==> src/rtl/pwr_gap_pkg.sv <==
package pwr_gap_pkg;

    typedef enum logic [2:0] {
        OP_ACT     = 3'd0,
        OP_RESTORE = 3'd1,
        OP_ATTN    = 3'd2,
        OP_PRECH   = 3'd3,
        OP_NAP     = 3'd4,
        OP_PDN     = 3'd5,
        OP_REFR    = 3'd6,
        OP_OTHER   = 3'd7
    } row_op_e;

    typedef enum logic [2:0] {
        VC_NONE  = 3'd0,
        VC_SLOT  = 3'd1,
        VC_RESTR = 3'd2,
        VC_QUIET = 3'd3,
        VC_SETUP = 3'd4
    } viol_e;

    typedef enum logic [1:0] {
        DS_IDLE,
        DS_STBY,
        DS_ENTER,
        DS_ASLEEP
    } dev_state_e;

    typedef struct packed {
        logic forbid;
        logic restr;
        logic quiet;
        logic asleep;
    } dev_flags_t;

    typedef struct packed {
        logic    is_setup;
        logic    malformed;
        logic    to_stby;
    } setup_info_t;

    function automatic logic stby_op_ok(row_op_e op);
        return (op == OP_ACT) || (op == OP_RESTORE) || (op == OP_ATTN);
    endfunction

    function automatic logic is_low_power(row_op_e op);
        return (op == OP_NAP) || (op == OP_PDN);
    endfunction

    function automatic setup_info_t classify_setup(row_op_e op, logic bcast, logic rlx);
        setup_info_t s;
        s.is_setup  = rlx || is_low_power(op);
        s.malformed = bcast || (rlx && !stby_op_ok(op));
        s.to_stby   = rlx;
        return s;
    endfunction

endpackage

==> src/rtl/pwr_gap_dev_track.sv <==
module pwr_gap_dev_track
    import pwr_gap_pkg::*;
#(
    parameter int CNT_W     = 6,
    parameter int T_FRM     = 8,
    parameter int RESTR_LEN = 10,
    parameter int QUIET_OFS = 3,
    parameter int QUIET_LEN = 4
) (
    input  logic             clk,
    input  logic             rst,
    input  logic [CNT_W-1:0] now,
    input  logic             arm_stby,
    input  logic             arm_pwr,
    input  logic             wake,
    output dev_flags_t       flags
);
    localparam logic [CNT_W-1:0] SLOT_LO  = CNT_W'(T_FRM - 3);
    localparam logic [CNT_W-1:0] SLOT_HI  = CNT_W'(T_FRM - 1);
    localparam logic [CNT_W-1:0] R_LAST   = CNT_W'(RESTR_LEN);
    localparam logic [CNT_W-1:0] Q_FIRST  = CNT_W'(QUIET_OFS + 1);
    localparam logic [CNT_W-1:0] Q_LAST   = CNT_W'(QUIET_OFS + QUIET_LEN);

    dev_state_e       state_q;
    logic [CNT_W-1:0] stamp_q;
    logic [CNT_W-1:0] age;

    assign age = now - stamp_q;

    always_ff @(posedge clk) begin
        if (rst) begin
            state_q <= DS_IDLE;
            stamp_q <= '0;
        end else if (arm_stby) begin
            state_q <= DS_STBY;
            stamp_q <= now;
        end else if (arm_pwr) begin
            state_q <= DS_ENTER;
            stamp_q <= now;
        end else begin
            case (state_q)
                DS_STBY:   if (age == SLOT_HI) state_q <= DS_IDLE;
                DS_ENTER:  if (age == R_LAST)  state_q <= DS_ASLEEP;
                DS_ASLEEP: if (wake)           state_q <= DS_IDLE;
                default:   state_q <= DS_IDLE;
            endcase
        end
    end

    always_comb begin
        flags.forbid = (state_q == DS_STBY) && (age >= SLOT_LO) && (age <= SLOT_HI);
        flags.restr  = (state_q == DS_ENTER) && (age != '0) && (age <= R_LAST);
        flags.quiet  = (state_q == DS_ENTER) && (age >= Q_FIRST) && (age <= Q_LAST);
        flags.asleep = (state_q == DS_ASLEEP);
    end

endmodule

==> src/rtl/pwr_gap_pkt_eval.sv <==
module pwr_gap_pkt_eval
    import pwr_gap_pkg::*;
#(
    parameter int DEV_W = 4,
    parameter int N_DEV = 16
) (
    input  logic             row_vld,
    input  logic [DEV_W-1:0] row_dev,
    input  row_op_e          row_op,
    input  logic             row_bcast,
    input  logic             row_rlx,
    input  logic             col_vld,
    input  logic [DEV_W-1:0] col_dev,
    input  logic             wake_vld,
    input  logic [DEV_W-1:0] wake_dev,
    input  logic [N_DEV-1:0] forbid_v,
    input  logic [N_DEV-1:0] restr_v,
    input  logic [N_DEV-1:0] quiet_v,
    input  logic [N_DEV-1:0] asleep_v,
    output viol_e            code,
    output logic             ign,
    output logic [N_DEV-1:0] arm_stby_v,
    output logic [N_DEV-1:0] arm_pwr_v,
    output logic [N_DEV-1:0] wake_v
);
    setup_info_t si;
    logic row_dir;
    logic col_slot, restr_hit, quiet_hit, setup_bad, setup_ok;

    always_comb begin
        si        = classify_setup(row_op, row_bcast, row_rlx);
        row_dir   = row_vld && !row_bcast;
        col_slot  = col_vld && (|forbid_v);
        restr_hit = (row_dir && restr_v[row_dev]) || (col_vld && restr_v[col_dev]);
        quiet_hit = row_vld && row_bcast && (|quiet_v);
        setup_bad = row_vld && si.is_setup && si.malformed
                    && !(row_dir && asleep_v[row_dev]);
        setup_ok  = row_dir && si.is_setup && !si.malformed
                    && !restr_v[row_dev] && !asleep_v[row_dev];

        if (col_slot)       code = VC_SLOT;
        else if (restr_hit) code = VC_RESTR;
        else if (quiet_hit) code = VC_QUIET;
        else if (setup_bad) code = VC_SETUP;
        else                code = VC_NONE;

        ign = (row_dir && asleep_v[row_dev]) || (col_vld && asleep_v[col_dev]);
    end

    for (genvar g = 0; g < N_DEV; g++) begin : g_dec
        assign arm_stby_v[g] = setup_ok && si.to_stby  && (row_dev == DEV_W'(g));
        assign arm_pwr_v[g]  = setup_ok && !si.to_stby && (row_dev == DEV_W'(g));
        assign wake_v[g]     = wake_vld && (wake_dev == DEV_W'(g));
    end

endmodule

==> src/rtl/pwr_gap_monitor.sv <==
module pwr_gap_monitor
    import pwr_gap_pkg::*;
#(
    parameter int DEV_W     = 4,
    parameter int T_FRM     = 8,
    parameter int RESTR_LEN = 10,
    parameter int QUIET_OFS = 3,
    parameter int QUIET_LEN = 4
) (
    input  logic             clk,
    input  logic             rst,
    input  logic             row_vld,
    input  logic [DEV_W-1:0] row_dev,
    input  logic [2:0]       row_op,
    input  logic             row_bcast,
    input  logic             row_rlx,
    input  logic             col_vld,
    input  logic [DEV_W-1:0] col_dev,
    input  logic             wake_vld,
    input  logic [DEV_W-1:0] wake_dev,
    output logic             viol,
    output logic [2:0]       viol_code,
    output logic             ign
);
    localparam int N_DEV = 1 << DEV_W;
    localparam int SPAN  = (T_FRM > RESTR_LEN) ? T_FRM : RESTR_LEN;
    localparam int CNT_W = $clog2(SPAN + 2) + 1;

    logic [CNT_W-1:0] now_q;
    logic [N_DEV-1:0] forbid_v, restr_v, quiet_v, asleep_v;
    logic [N_DEV-1:0] arm_stby_v, arm_pwr_v, wake_v;
    viol_e            nxt_code;
    logic             nxt_ign;
    viol_e            code_q;
    logic             ign_q;

    always_ff @(posedge clk) begin
        if (rst) now_q <= '0;
        else     now_q <= now_q + 1'b1;
    end

    for (genvar g = 0; g < N_DEV; g++) begin : g_dev
        dev_flags_t fl;
        pwr_gap_dev_track #(
            .CNT_W(CNT_W), .T_FRM(T_FRM), .RESTR_LEN(RESTR_LEN),
            .QUIET_OFS(QUIET_OFS), .QUIET_LEN(QUIET_LEN)
        ) u_trk (
            .clk(clk), .rst(rst), .now(now_q),
            .arm_stby(arm_stby_v[g]), .arm_pwr(arm_pwr_v[g]),
            .wake(wake_v[g]), .flags(fl)
        );
        assign forbid_v[g] = fl.forbid;
        assign restr_v[g]  = fl.restr;
        assign quiet_v[g]  = fl.quiet;
        assign asleep_v[g] = fl.asleep;
    end

    pwr_gap_pkt_eval #(.DEV_W(DEV_W), .N_DEV(N_DEV)) u_eval (
        .row_vld(row_vld), .row_dev(row_dev), .row_op(row_op_e'(row_op)),
        .row_bcast(row_bcast), .row_rlx(row_rlx),
        .col_vld(col_vld), .col_dev(col_dev),
        .wake_vld(wake_vld), .wake_dev(wake_dev),
        .forbid_v(forbid_v), .restr_v(restr_v), .quiet_v(quiet_v), .asleep_v(asleep_v),
        .code(nxt_code), .ign(nxt_ign),
        .arm_stby_v(arm_stby_v), .arm_pwr_v(arm_pwr_v), .wake_v(wake_v)
    );

    always_ff @(posedge clk) begin
        if (rst) begin
            code_q <= VC_NONE;
            ign_q  <= 1'b0;
        end else begin
            code_q <= nxt_code;
            ign_q  <= nxt_ign;
        end
    end

    assign viol      = (code_q != VC_NONE);
    assign viol_code = code_q;
    assign ign       = ign_q;

endmodule

==> config.mk <==
export PLATFORM = sky130hd
export DESIGN_NAME = pwr_gap_monitor
export DESIGN_NICKNAME = d
export VERILOG_FILES = /design/src/rtl/pwr_gap_pkg.sv /design/src/rtl/pwr_gap_dev_track.sv /design/src/rtl/pwr_gap_pkt_eval.sv /design/src/rtl/pwr_gap_monitor.sv
export SDC_FILE = /design/constraint.sdc
export NUM_CORES = 1
export LEC_CHECK = 0
export CAP_MARGIN = 0
export CELL_PAD_IN_SITES_DETAIL_PLACEMENT = 0
export CELL_PAD_IN_SITES_GLOBAL_PLACEMENT = 2
export CORE_MARGIN = 2
export CORE_UTILIZATION = 39
export DETAILED_ROUTE_END_ITERATION = 10
export PLACE_DENSITY_LB_ADDON = 0.1
export SYNTH_ARGS = -nofsm -noshare
export SYNTH_HDL_FRONTEND = slang
export SYNTH_SLANG_ARGS = --single-unit
export TNS_END_PERCENT = 20
==> constraint.sdc <==
create_clock -name clk -period 4.95 [get_ports clk]
set_input_delay 1.2375 -clock clk [delete_from_list [all_inputs] [get_ports clk]]
set_output_delay 1.2375 -clock clk [all_outputs]
set_load 0.005 [all_outputs]
# ---- Word level (Yosys, flattened, before mapping)
# Cells that the tools add are included.
dict set report word_totals {
  register_bits 121
  input_bits 22
  out_inout_bits 5
  word_cells 750
}
dict set report classes {
  addsub 17
  magnitude_cmp 66
  eq_ne 210
  n_mux 140
  reduce_logical 264
}
# cell n
set ops {}
lappend ops {{$logic_and A1 B1 Y1} 162}
lappend ops {{$ge A5 B3 Y1 const B} 32}
lappend ops {{$mux W5} 32}
lappend ops {{$mux W2} 66}
lappend ops {{$ne A4 B1 Y1 const B} 32}
lappend ops {{$ne A3 B1 Y1 const B} 32}
lappend ops {{$pmux W2 S3} 16}
lappend ops {{$reduce_and A3 Y1} 32}
lappend ops {{$eq A5 B3 Y1 const B} 16}
lappend ops {{$eq A5 B4 Y1 const B} 16}
lappend ops {{$le A5 B3 Y1 const B} 16}
lappend ops {{$le A5 B4 Y1 const B} 16}
lappend ops {{$reduce_bool A5 Y1} 16}
lappend ops {{$sub A5 B5 Y5} 16}
lappend ops {{$eq A2 B2 Y1 const B} 32}
lappend ops {{$eq A4 B4 Y1 const B} 16}
lappend ops {{$ne A4 B4 Y1 const B} 16}
lappend ops {{$ne A3 B3 Y1 const B} 16}
lappend ops {{$reduce_or A2 Y1} 17}
lappend ops {{$eq A2 B1 Y1 const B} 16}
lappend ops {{$eq A4 B3 Y1 const B} 8}
lappend ops {{$reduce_bool A2 Y1} 16}
lappend ops {{$reduce_or A16 Y1} 2}
lappend ops {{$mux W1} 21}
lappend ops {{15 further kinds} 37}

# ---- Depth between registers and ports, before layout
# Gate-level depths: netlist of the first run.
dict set report depth {
  ltp_word 14
  ltp_mapped 16
  depth_no_buf 13
}

# ---- Cells and area by module
# From an unflattened synthesis of the first run, not the netlist that was laid out.
dict set report unflattened {
  hier_cells 1293
  area_unflattened_um2 10289.9
}
# module instances cells_per_inst area_per_inst_um2 seq_area_each_um2
set by_module_without_submodules {}
lappend by_module_without_submodules {{pwr_gap_dev_track at g_dev[11].u_trk ...} 13 70 558.0 140.1}
lappend by_module_without_submodules {pwr_gap_pkt_eval 1 159 1188.6 0.0}
lappend by_module_without_submodules {{pwr_gap_dev_track at g_dev[0].u_trk ...} 2 65 509.2 140.1}
lappend by_module_without_submodules {{pwr_gap_dev_track at g_dev[9].u_trk} 1 66 513.0 140.1}
lappend by_module_without_submodules {pwr_gap_monitor 1 28 315.3 180.2}

# ---- Least setup slack after synthesis of the first run
# Ideal clock, no wire load.
dict set report synth_timing {
  path_kind {register to register}
  from {reg now_q[1]}
  to {reg g_dev[4].u_trk.state_q[1]}
  setup_time_ns 0.121
  arrival_time_ns 4.142
  required_time_ns 4.829
  slack_ns 0.688
  stages_incl_launch_ff 11
  path_buffers 1
  period_less_slack_ns 4.262
  cell_sequence {dfxtp_1 fa_1 nand2b_1 or3b_2 mux2i_1 a211oi_1 nor4_2 nor4_4 buf_6 a211oi_2 mux2_2}
}
dict set report synth_between {
  elab_chain_len 13
  elab_cells_between_ends 97
  classes_between {16 x add/sub; 16 x order compare; 5 x eq/ne; 3 x mux; 57 x reduce/logical}
}
# item line_no
set synth_rtl {}
lappend synth_rtl {{from (decl)} pwr_gap_monitor.sv:29} ;# logic [CNT_W-1:0] now_q;
lappend synth_rtl {{from (signal assigned)} pwr_gap_monitor.sv:39} ;# else now_q <= now_q + 1'b1;
lappend synth_rtl {{branches (longest 13 deep; another with $sub A5 B5 Y5)} -}
lappend synth_rtl {{to (signal assigned)} pwr_gap_dev_track.sv:43} ;# DS_ENTER: if (age == R_LAST) state_q <= DS_ASLEEP;
lappend synth_rtl {{to (signal assigned)} pwr_gap_dev_track.sv:44} ;# DS_ASLEEP: if (wake) state_q <= DS_IDLE;
lappend synth_rtl {{to (signal assigned)} pwr_gap_dev_track.sv:45} ;# default: state_q <= DS_IDLE;
lappend synth_rtl {{to (decl)} pwr_gap_dev_track.sv:24} ;# dev_state_e state_q;
# Several ways; the timed one is not identified. The select of a mux whose other input is x is not followed.
# A chain may end at the register's enable or synchronous reset.

# ---- Final worst setup path of the first run
dict set report layout_timing {
  from {reg now_q[0]}
  to {reg g_dev[0].u_trk.stamp_q[1]}
}
dict set report layout_between {
  elab_chain_len 12
  elab_cells_between_ends 91
  classes_between {16 x add/sub; 16 x order compare; 3 x mux; 56 x reduce/logical}
}
# item line_no
set layout_rtl {}
lappend layout_rtl {{branches (longest 4 deep; another with $sub A5 B5 Y5)} -}
lappend layout_rtl {{$bmux W1 S4 (*)} pwr_gap_pkt_eval.sv:39} ;# && !restr_v[row_dev] && !asleep_v[row_dev];
lappend layout_rtl {{$mux W1 (implied by the code) (*)} pwr_gap_pkt_eval.sv:39}
lappend layout_rtl {{$logic_not A1 Y1 (*)} pwr_gap_pkt_eval.sv:39}
lappend layout_rtl {{$logic_and A1 B1 Y1 (*) (2 in a row)} pwr_gap_pkt_eval.sv:39}
lappend layout_rtl {{$logic_and A1 B1 Y1 (on tied branches) (2 in a row)} {pwr_gap_pkt_eval.sv:51, pwr_gap_pkt_eval.sv:52}}
lappend layout_rtl {{$mux W5 / $reduce_bool A2 Y1 (equally long branches)} -}
lappend layout_rtl {{to (signal assigned)} pwr_gap_dev_track.sv:36} ;# stamp_q <= now;
lappend layout_rtl {{to (signal assigned)} pwr_gap_dev_track.sv:39} ;# stamp_q <= now;
lappend layout_rtl {{to (decl)} pwr_gap_dev_track.sv:25} ;# logic [CNT_W-1:0] stamp_q;
# Mark *: on every way between the ends. The select of a mux whose other input is x is not followed.

==> impl_metrics.toml, run 1 <==
[sta]
finalSetupTns_ns = 0
fmax_ghz = 0.224
period_share = 0.902
finalWorstSetupSlack_ns = 0.483
fin_crit_ns = 4.47
rsz0062_at_grt = "no"
worst_pin_slew_ns = 0.978
setup_viol = 0
clock_skew_ns = 0.0100
hold_slack_ns = 0.492
hold_viol_final = 0
drv_slew = 0
relSlewSlack = 0.347

[worst_setup_path]
cp.arrival_ns = 4.78
worst_setup_path_end_kind = "flop"
cpPeakStageDelay_ns = 0.80
path_max_fanout = 13
cp_slowest_cell = "a211oi_2"
critical_path_class = "flop to flop"
critPathLaunchType = "flop"
cp_data_required_time_ns = 5.26
path_cells = "inv_1 > buf_4 > ha_1 > inv_1 > fa_1 > xnor2_1 > or3b_2 > mux2i_1 > a211oi_1 > nor4_2 > nor4_4 > buf_4 > a211oi_2 > mux2i_1 > nor2_1"

[grt]
antenna_found_initial = 1
overflow = 0
grt_max_degree = 63
grt_pass1_wl_um = 48700
gr-usage-all-layers = 0.241
grt_pass1_vias = 8493

[clock_network]
h-tree-depth = 4
cts_hold_buf = 0
path_clk_slew_ns = 0.06
postCtsSetupBuffers = 0
cts_made_buffers = 17
clock_sinks = 121
clockRootBuffer = "clkbuf_16"
post_cts_resized = 0
clockBufferDepth = 2
cts_tree = "built"
clk_latency_ns = 0.42

[job]
maxCapViolCount = 0

[synth]
synth_edf_count = 0
avgSynthCellArea_um2 = 8.23
synth-compound-area-share = 0.163
synth-seq-area-share = 0.248
synthFlopType = "dfxtp_1"
synth_area_um2 = 9780
synth_top_family_by_area = "simple AND/OR/NAND/NOR gates"
postSynthCellCount = 1188
ys_ff_latch = 121
synthSimpleGateAreaFrac = 0.256
async_reset_ff_frac = 0
synthMuxAreaShare = 0.113
synth_adder_area_share = 0.116
ys_types = 78
syn_nets = 1291
yosysWarnings = 0
yosys.area_share.xor_xnor = 0.0511

[cells_and_area]
final_cell_mix = "nor2_1 (142), dfxtp_1 (119), mux2i_1 (95)"
final_cell_area_um2 = 11100
syn_to_final_growth_pct = 13.9
drive_gt1_frac = 0.0924
fin_nets = 1334
utilization = 0.455
n_antenna_cell = 0
layout_commonest_cell = "nor2_1"
fin_cells = 1568

[min_path]
worstHoldPathType = "flop to flop"

[placed_design]
dp_hpwl_um = 23400
postPlaceCellArea_um2 = 10600
pre_cts_ws_ns = 0.431
numPortBuffers = 26
placed_cells = 1536
gp_congestion = 0.954

[floorplan]
initial_utilization = 0.400
core_um2 = 24500
die_area_um2 = 26300
rows = 57
pin_count = 27
dieHeight_um = 162
die_x_um = 162

[detailed_routing]
ant_nets = 0
dr.pass1.iters = 4
viasPerCell = 5.51
vias = 8636
drt_iter0_drc = 717
drc = 0
drt-total-wl_um = 30500
routedWlPerCell_um = 19.5

[power]
p_leak_nw = 3.92
p_total_mw = 2.74
p_per_area_nw_per_um2 = 246
peakVddDrop_mv = 0.217

[run_status]
status = "completed"
-- where the power goes --
| part | switching, mW | internal, mW |
|---|---|---|
| Sequential | 0.00784 | 0.978 |
| Clock | 0.509 | 0.743 |
| Combinational | 0.313 | 0.193 |
-- worst paths after layout --
kind / slack, ns / to / from / cells past startpoint
setup reg to reg: 0.48 / g_dev[0].u_trk.stamp_q[1] / now_q[0] / 15
setup / recovery: 0.48 / g_dev[0].u_trk.stamp_q[1] / now_q[0] / 15
hold / removal: 0.49 / g_dev[2].u_trk.stamp_q[3] / g_dev[2].u_trk.stamp_q[3] / 2
hold reg to reg: 0.49 / g_dev[2].u_trk.stamp_q[3] / g_dev[2].u_trk.stamp_q[3] / 2
-- Yosys cell counts (all sizes together) (7+ instances only) --
cell type  instances  area share
inv               88       0.034
a2111oi           12       0.012
and3              17       0.011
xor2              10      0.0090
clkbuf            27       0.010
o21ai             27       0.014
a21boi             7      0.0054
o311ai             8      0.0072
nand2             92       0.036
nand3             34       0.017
and3b              9      0.0081
a211oi            27       0.023
mux2i             95       0.097
dfxtp            121        0.25
o211ai            12      0.0092
nand4             19       0.012
nor4              22       0.016
buf               14      0.0090
nor3              12      0.0073
a311oi             7       0.010
nand2b            36       0.023
or4               10      0.0077
or3               11      0.0081
nor4b              7      0.0063
nor2b             20       0.013
nand3b            16       0.012
fa                16       0.033
a21oi             58       0.030
xnor2             47       0.042
nor2             146       0.058
a21o              17       0.013
ha                65       0.083
-- state kept, by name (all words and copies together) (netlist names) --
register / cells
g_dev.u_trk.stamp_q: 80
now_q: 5
viol_code: 3
g_dev.u_trk.state_q: 32
ign: 1
-- cells by family (layout without fill, tap and decap cells) --
logic type / count (synthesis) / in the layout
simple gates: 475 / 475
mux: 105 / 105
buf+inv: 129 / 185
compound gates: 220 / 220
flops: 121 / 121
fa+ha+maj: 81 / 81
xor+xnor: 57 / 57
-- routing by layer --
layer  track usage  vias up  share of wire
li1              -     4373              -
met1         0.346     4084           0.51
met2         0.371      137           0.43
met3        0.0393       40          0.035
met4        0.0720        2          0.023
met5             0        -        0.00036
-- cell type report --
| cell class | count | area [µm²] |
|---|---|---|
| inverter | 88 | 330 |
| timing repair buffer | 65 | 563 |
| multi-input combinational | 938 | 6830 |
| fill | 2505 | 13300 |
| clock inverter | 14 | 150 |
| clock buffer | 18 | 429 |
| sequential | 121 | 2420 |
| tap | 324 | 405 |
-- worst max-delay path: cells and delay by family (launching register included) --
kind,cells,cell delay [ns]
flip-flops,1,0.31
AO/OA/AOI/OAI,2,0.91
XOR/XNOR,1,0.41
buffers and inverters,4,0.60
AND/OR/NAND/NOR,4,0.95
adder cells (fa/ha/maj),2,0.68
multiplexers,2,0.51
(Power assumes the default switching activity.)
==> run 2, diff against run 1 <==
==> constraint.sdc (replaced) <==
create_clock -name clk -period 4.95 [get_ports clk]
set_input_delay 1.2375 -clock clk [delete_from_list [all_inputs] [get_ports clk]]
set_output_delay 1.2375 -clock clk [all_outputs]
set_load 0.05 [all_outputs]
==> results of run 2 <==
The final DEF is identical to that of run 1. Status: completed.
Main changes from that run: total power 2.74 mW -> 2.75 mW
